$ cat src/rtl/edge_irq_ctrl.sv
module edge_irq_ctrl #(
  parameter int NUM_LINES = 16,
  parameter int WIN_BYTES = 1024
) (
  input  logic                 clk,
  input  logic                 rst_n,
  input  logic [NUM_LINES-1:0] ev_in,
  input  logic [7:0]           reg_addr,
  input  logic                 reg_wen,
  input  logic [31:0]          reg_wdata,
  output logic [31:0]          reg_rdata,
  output logic [NUM_LINES-1:0] irq_out
);
  localparam int WORDS = WIN_BYTES / 4;
  localparam logic [7:0] A_MASK  = 8'd0;
  localparam logic [7:0] A_EVM   = 8'd1;
  localparam logic [7:0] A_RISE  = 8'd2;
  localparam logic [7:0] A_FALL  = 8'd3;
  localparam logic [7:0] A_SWT   = 8'd4;
  localparam logic [7:0] A_PEND  = 8'd5;
  localparam logic [31:0] LINE_BITS = 32'((64'd1 << NUM_LINES) - 64'd1);

  logic [NUM_LINES-1:0] mask_r, evm_r, rise_r, fall_r, swt_r, pend_r;
  logic [NUM_LINES-1:0] sync_a, sync_b, prev_r;
  logic [NUM_LINES-1:0] wd, clr, hit;
  logic unused_wbits;

  assign wd  = reg_wdata[NUM_LINES-1:0];
  assign unused_wbits = |(reg_wdata & ~LINE_BITS) | (WORDS == 0);
  assign clr = (reg_wen && reg_addr == A_PEND) ? wd : '0;
  assign hit = (sync_b & ~prev_r & rise_r) | (~sync_b & prev_r & fall_r);

  always_ff @(posedge clk) begin
    if (!rst_n) begin
      sync_a <= '0;
      sync_b <= '0;
      prev_r <= '0;
    end else begin
      sync_a <= ev_in;
      sync_b <= sync_a;
      prev_r <= sync_b;
    end
  end

  always_ff @(posedge clk) begin
    if (!rst_n) begin
      mask_r <= '0;
      evm_r  <= '0;
      rise_r <= '0;
      fall_r <= '0;
      swt_r  <= '0;
    end else if (reg_wen) begin
      case (reg_addr)
        A_MASK: mask_r <= wd;
        A_EVM:  evm_r  <= wd;
        A_RISE: rise_r <= wd;
        A_FALL: fall_r <= wd;
        A_SWT:  swt_r  <= wd;
        default: ;
      endcase
    end
  end

  always_ff @(posedge clk) begin
    if (!rst_n) begin
      pend_r  <= '0;
      irq_out <= '0;
    end else begin
      pend_r  <= (pend_r & ~clr) | hit;
      irq_out <= hit & mask_r;
    end
  end

  always_comb begin
    case (reg_addr)
      A_MASK:  reg_rdata = 32'(mask_r);
      A_EVM:   reg_rdata = 32'(evm_r);
      A_RISE:  reg_rdata = 32'(rise_r);
      A_FALL:  reg_rdata = 32'(fall_r);
      A_SWT:   reg_rdata = 32'(swt_r);
      A_PEND:  reg_rdata = 32'(pend_r);
      default: reg_rdata = 32'd0;
    endcase
  end

  // a selected edge always lands in pending
  p_edge_sets_pending_r3: assert property (@(posedge clk) disable iff (!rst_n)
    ($past(hit) & ~pend_r) == '0);
  p_pending_sticky_r6: assert property (@(posedge clk) disable iff (!rst_n)
    ($past(pend_r) & ~$past(clr) & ~pend_r) == '0);
  p_clear_takes_r6: assert property (@(posedge clk) disable iff (!rst_n)
    ($past(clr) & ~$past(hit) & pend_r) == '0);
  p_set_wins_r7: assert property (@(posedge clk) disable iff (!rst_n)
    ($past(clr) & $past(hit) & ~pend_r) == '0);
  p_irq_masked_r5: assert property (@(posedge clk) disable iff (!rst_n)
    (irq_out & ~$past(mask_r)) == '0);
  p_irq_pending_r5: assert property (@(posedge clk) disable iff (!rst_n)
    (irq_out & ~pend_r) == '0);
  p_unmapped_zero_r8: assert property (@(posedge clk) disable iff (!rst_n)
    (reg_addr > A_PEND) |-> (reg_rdata == 32'd0));
endmodule

$ cat config.mk
export PLATFORM = sky130hd
export DESIGN_NAME = edge_irq_ctrl
export DESIGN_NICKNAME = d
export VERILOG_FILES = /design/src/rtl/edge_irq_ctrl.sv
export SDC_FILE = /design/constraint.sdc
export NUM_CORES = 1
export LEC_CHECK = 0
export ABC_CLOCK_PERIOD_IN_PS = 3720
export BUFFER_PORTS_ARGS = -buffer_cell sky130_fd_sc_hd__buf_2
export CORE_ASPECT_RATIO = 0.8
export CORE_MARGIN = 5
export CORE_UTILIZATION = 43
export DETAILED_ROUTE_END_ITERATION = 6
export GPL_TIMING_DRIVEN = 0
export HOLD_SLACK_MARGIN = 0.05
export RECOVER_POWER = 25
export SLEW_MARGIN = 10
export SYNTH_ARGS = -nofsm -noshare
export SYNTH_HDL_FRONTEND = slang
export SYNTH_SLANG_ARGS = --single-unit
$ cat constraint.sdc
create_clock -name clk -period 3.72 [get_ports clk]
set_input_delay 0.186 -clock clk [delete_from_list [all_inputs] [get_ports clk]]
set_output_delay 0.186 -clock clk [all_outputs]
set_load 0.05 [all_outputs]
== Word level (Yosys, flattened, before mapping) ==
Index checks and enable logic that the tools add are counted.

* Equal/unequal tests: 5
* Bitwise gates (word level): 11
* Multiplexer cells: 2
* Reduce and logical (&&, ||, !) cells: 7

{| class="wikitable"
|+ Operators with widths
! kind !! count
|-
| $and 16x16->16 || 6
|-
| $pmux 16 s6 || 1
|-
| $not 16->16 || 3
|-
| $or 16x16->16 || 2
|-
| $eq 8x2->1 const B || 2
|-
| $eq 8x3->1 const B || 2
|-
| $mux 16 || 1
|-
| $reduce_and 2->1 || 5
|-
| $eq 8x1->1 const B || 1
|-
| $logic_not 8->1 || 1
|-
| $logic_and 1x1->1 || 1
|}

* Input port bits: 59
* Word-level logic and storage cells: 35
* Output and inout bits: 48
* Bits in registers: 160

== Depth between registers and ports, before layout ==
* Depth after elaboration: 6
* Gate-level depth with buffers: 6

== Least setup slack after synthesis ==
No wires, ideal clock.

* Path kind: input -> output
* Start: in reg_addr[5]
* End: out reg_rdata[10]
* Setup slack: 1.725 ns
* Data arrival time: 1.809 ns
* Cell stages on the path: 5
* Required time: 3.534 ns
* Cell sequence: nor4_2 and3b_1 clkbuf_1 buf_2 a221o_1

* Word-level cells in the longest chain between the ends: 2

{| class="wikitable"
|+ Ends and longest elaborated chain
! item !! RTL line !! text
|-
| start: declaration || 8 || <nowiki>input logic [7:0] reg_addr,</nowiki>
|-
| $eq 8x3->1, or another cell as far along || 75 || <nowiki>case (reg_addr)</nowiki>
|-
| $pmux 16 s6 * || 75 ||
|-
| end: declaration || 11 || <nowiki>output logic [31:0] reg_rdata,</nowiki>
|}

Every way passes the cells marked *; elsewhere a longest branch is shown, timed or not.

== Worst setup path after layout ==
* Start: in reg_addr[0]
* End: out reg_rdata[7]

Same word-level chain as after synthesis.

==> impl_metrics.tcl <==
set metrics [dict create \
    status "finished clean" \
    crit_path_frequent_cell "buf_2" \
    die_w_um 148 \
    setup_tns_ns 0 \
    final_cell_mix "dfxtp_1, nand2_1, mux2i_1, buf_2" \
    drive_above_1_share 0.154 \
    drtPass1Iterations 6 \
    grt_pass1_vias 5018 \
    viasPerCell 5.22 \
    drv_cap 0 \
    rsz0062_at_grt "false" \
    synth-xor-area-share 0 \
    syn_area_per_cell_um2 9.99 \
    powerDensity_nw_per_um2 471 \
    dp_hpwl_um 12900 \
    syn-instance-count 654 \
    vias 5108 \
    timing.final.ws_setup_ns 0.975 \
    track_usage 0.198 \
    antenna_found_initial 0 \
    first_iter_violations 455 \
    timing.rr.end "pend_r[8]" \
    postCtsSetupBuffers 0 \
    timing.final.crit_share 0.738 \
    synth_compound_area_frac 0.0980 \
    dpl_cell_area_um2 7190 \
    cp_cell_sequence "buf_2, buf_2, nor4b_1, clkbuf_1, and3_1, a221o_1, buf_2" \
    fp.coreArea_um2 15000 \
    hold_path.class "input pin to flip-flop" \
    relSlewSlack 0.161 \
    whs_path_depth 4 \
    critPathKind "input pin to output port" \
    muxShareOfSynthArea 0.172 \
    synth_edf_count 0 \
    worstSetupEndpointType "output port" \
    synth_fa_ha_area_frac 0 \
    worst_path_max_delay_cell "nor4b_1" \
    mostFrequentLayoutCell "dfxtp_1" \
    clk_pin_slew_worst_paths_ns 0.06 \
    fmax_mhz 364 \
    overflow 0 \
    whs_ns 0.173 \
    yosys.area_share.simple 0.181 \
    synth-main-ff-cell "dfxtp_1" \
    r2r_slack_ns 2.49 \
    cts_tree "built" \
    yosysWarningCount 0 \
    cts_buffers 17 \
    finish.instance_area_um2 7940 \
    slowest_delay_ns 1.02 \
    gp_congestion 0.852 \
    start_kind "input pin" \
    avgRoutedWirePerCell_um 18.0 \
    die_area_um2 17800 \
    io_buffers 73 \
    finClkSkew_ns 0.00335 \
    hold_viol_final 0 \
    grt_max_degree 17 \
    ioPinCount 107 \
    power_leakage_nw 3.61 \
    insertion_delay_ns 0.42 \
    postRouteWirelength_um 17600 \
    async_flop_share 0 \
    root_buffer "clkbuf_16" \
    r2r_cells 3 \
    synth_seq_area_share 0.490 \
    fin_nets 836 \
    cts_max_level 4 \
    r2r_start "fall_r[8]" \
    arrival_ns 2.56 \
    diodes 0 \
    synthDistinctLibCells 32 \
    drc 0 \
    synth_top_family_by_area "simple AND/OR/NAND/NOR gates" \
    synth-seq-cells 160 \
    core.rowCount 40 \
    synth_area_um2 6530 \
    worstMarginPinSlew_ns 1.24 \
    min_period_ns 2.74 \
    fp.dieH_um 120 \
    slew_violations 0 \
    clockBufferDepth 2 \
    start_util 0.437 \
    required_ns 3.53 \
    place_ws_ns 1.03 \
    crit_fanout 10 \
    setup_viol 0 \
    holdPathEnd "pend_r[0]" \
    antenna_left 0 \
    min_from "reg_wdata[0]" \
    peakVddDrop_mv 0.281 \
    area_delta_synth_final_pct 21.5 \
    cts_sinks 160 \
    grt_pass1_wl_um 27100 \
]
==> worst max-delay path, delay by kind of cell <==
kind | cells | cell delay [ns]
buf+inv | 4 | 1.01
simple gates | 2 | 1.23
compound gates | 1 | 0.12
==> repair_timing <==
| item | CTS | global route |
|---|---|---|
| endpoints found under the hold margin | 16 | 0 |
| resized for setup | 0 | 0 |
| hold buffers | 16 | 0 |
==> cells in the mapped netlist (2+ instances only) <==
| cell type | n | share of area |
|---|---|---|
| a221o_1 | 16 | 0.025 |
| and2_1 | 48 | 0.046 |
| and3_1 | 16 | 0.015 |
| buf_1 | 4 | 0.0023 |
| buf_2 | 7 | 0.0054 |
| buf_4 | 17 | 0.020 |
| buf_6 | 3 | 0.0052 |
| clkbuf_1 | 29 | 0.017 |
| dfxtp_1 | 160 | 0.49 |
| inv_1 | 16 | 0.0092 |
| mux2i_1 | 112 | 0.17 |
| nand2_1 | 113 | 0.065 |
| nand2b_1 | 3 | 0.0029 |
| nand3b_1 | 16 | 0.018 |
| nand4b_1 | 2 | 0.0027 |
| nor2b_1 | 16 | 0.015 |
| o21a_1 | 16 | 0.018 |
| o21ai_0 | 16 | 0.012 |
| o22ai_1 | 16 | 0.015 |
| o41a_1 | 16 | 0.028 |
==> routing by layer <==
| layer | track usage | vias to the layer above | wire length, µm |
|---|---|---|---|
| met2 | 0.286 | 176 | 7400 |
| met1 | 0.287 | 2432 | 8710 |
| met3 | 0.0599 | 20 | 1300 |
| li1 | - | 2480 | - |
| met5 | 0 | - | 0 |
| met4 | 0.0560 | 0 | 214 |
==> area by class of cell <==
class                   count  area [µm²]
fillers                  1410        7030
flip-flops and latches    160        3200
multi-input cells         433        3010
repair buffers             89         508
clock buffers              19         443
plain buffers              60         320
well taps                 189         236
clock inverters            13         160
inverters                  16        60.1
==> cells by family (layout without fill, tap and decap cells) <==
group           after synthesis  after routing
mux                         112            112
buf+inv                      76            197
compound gates               80             80
other cells                   1             16
flops                       160            160
simple gates                225            225
==> state kept, by name (all words and copies together), names as in the netlist <==
signal,cells
swt_r,16
pend_r,16
mask_r,16
sync_a,16
sync_b,16
irq_out,16
fall_r,16
prev_r,16
evm_r,16
rise_r,16
==> how the worst max path moves through the flow <==
stage | from | end | cells past startpoint
3_5_place_dp | reg_addr[0] | reg_rdata[7] | 7
3_3_place_gp | reg_addr[0] | reg_rdata[11] | 7
4_1_cts | reg_addr[0] | reg_rdata[7] | 7
6_report | reg_addr[0] | reg_rdata[7] | 7
2_1_floorplan | reg_addr[5] | reg_rdata[10] | 5
5_1_grt | reg_addr[0] | reg_rdata[7] | 7
==> through the flow <==
| stage | util | total power, mW | instances |
|---|---|---|---|
| 6_report | 0.530 | 3.74 | 979 |
| 5_1_grt | 0.530 | 3.87 | 979 |
| 4_1_cts | 0.532 | 3.77 | 979 |
| 3_5_place_dp | 0.481 | 1.99 | 931 |
| 3_3_place_gp | 0.481 | 1.98 | 931 |
| 2_1_floorplan | - | 1.91 | 669 |
==> power by group <==
group / switching, mW / internal, mW
Sequential: 0.0100 / 1.74
Combinational: 0.146 / 0.0738
Clock: 0.703 / 1.07
(Power assumes the default switching activity.)
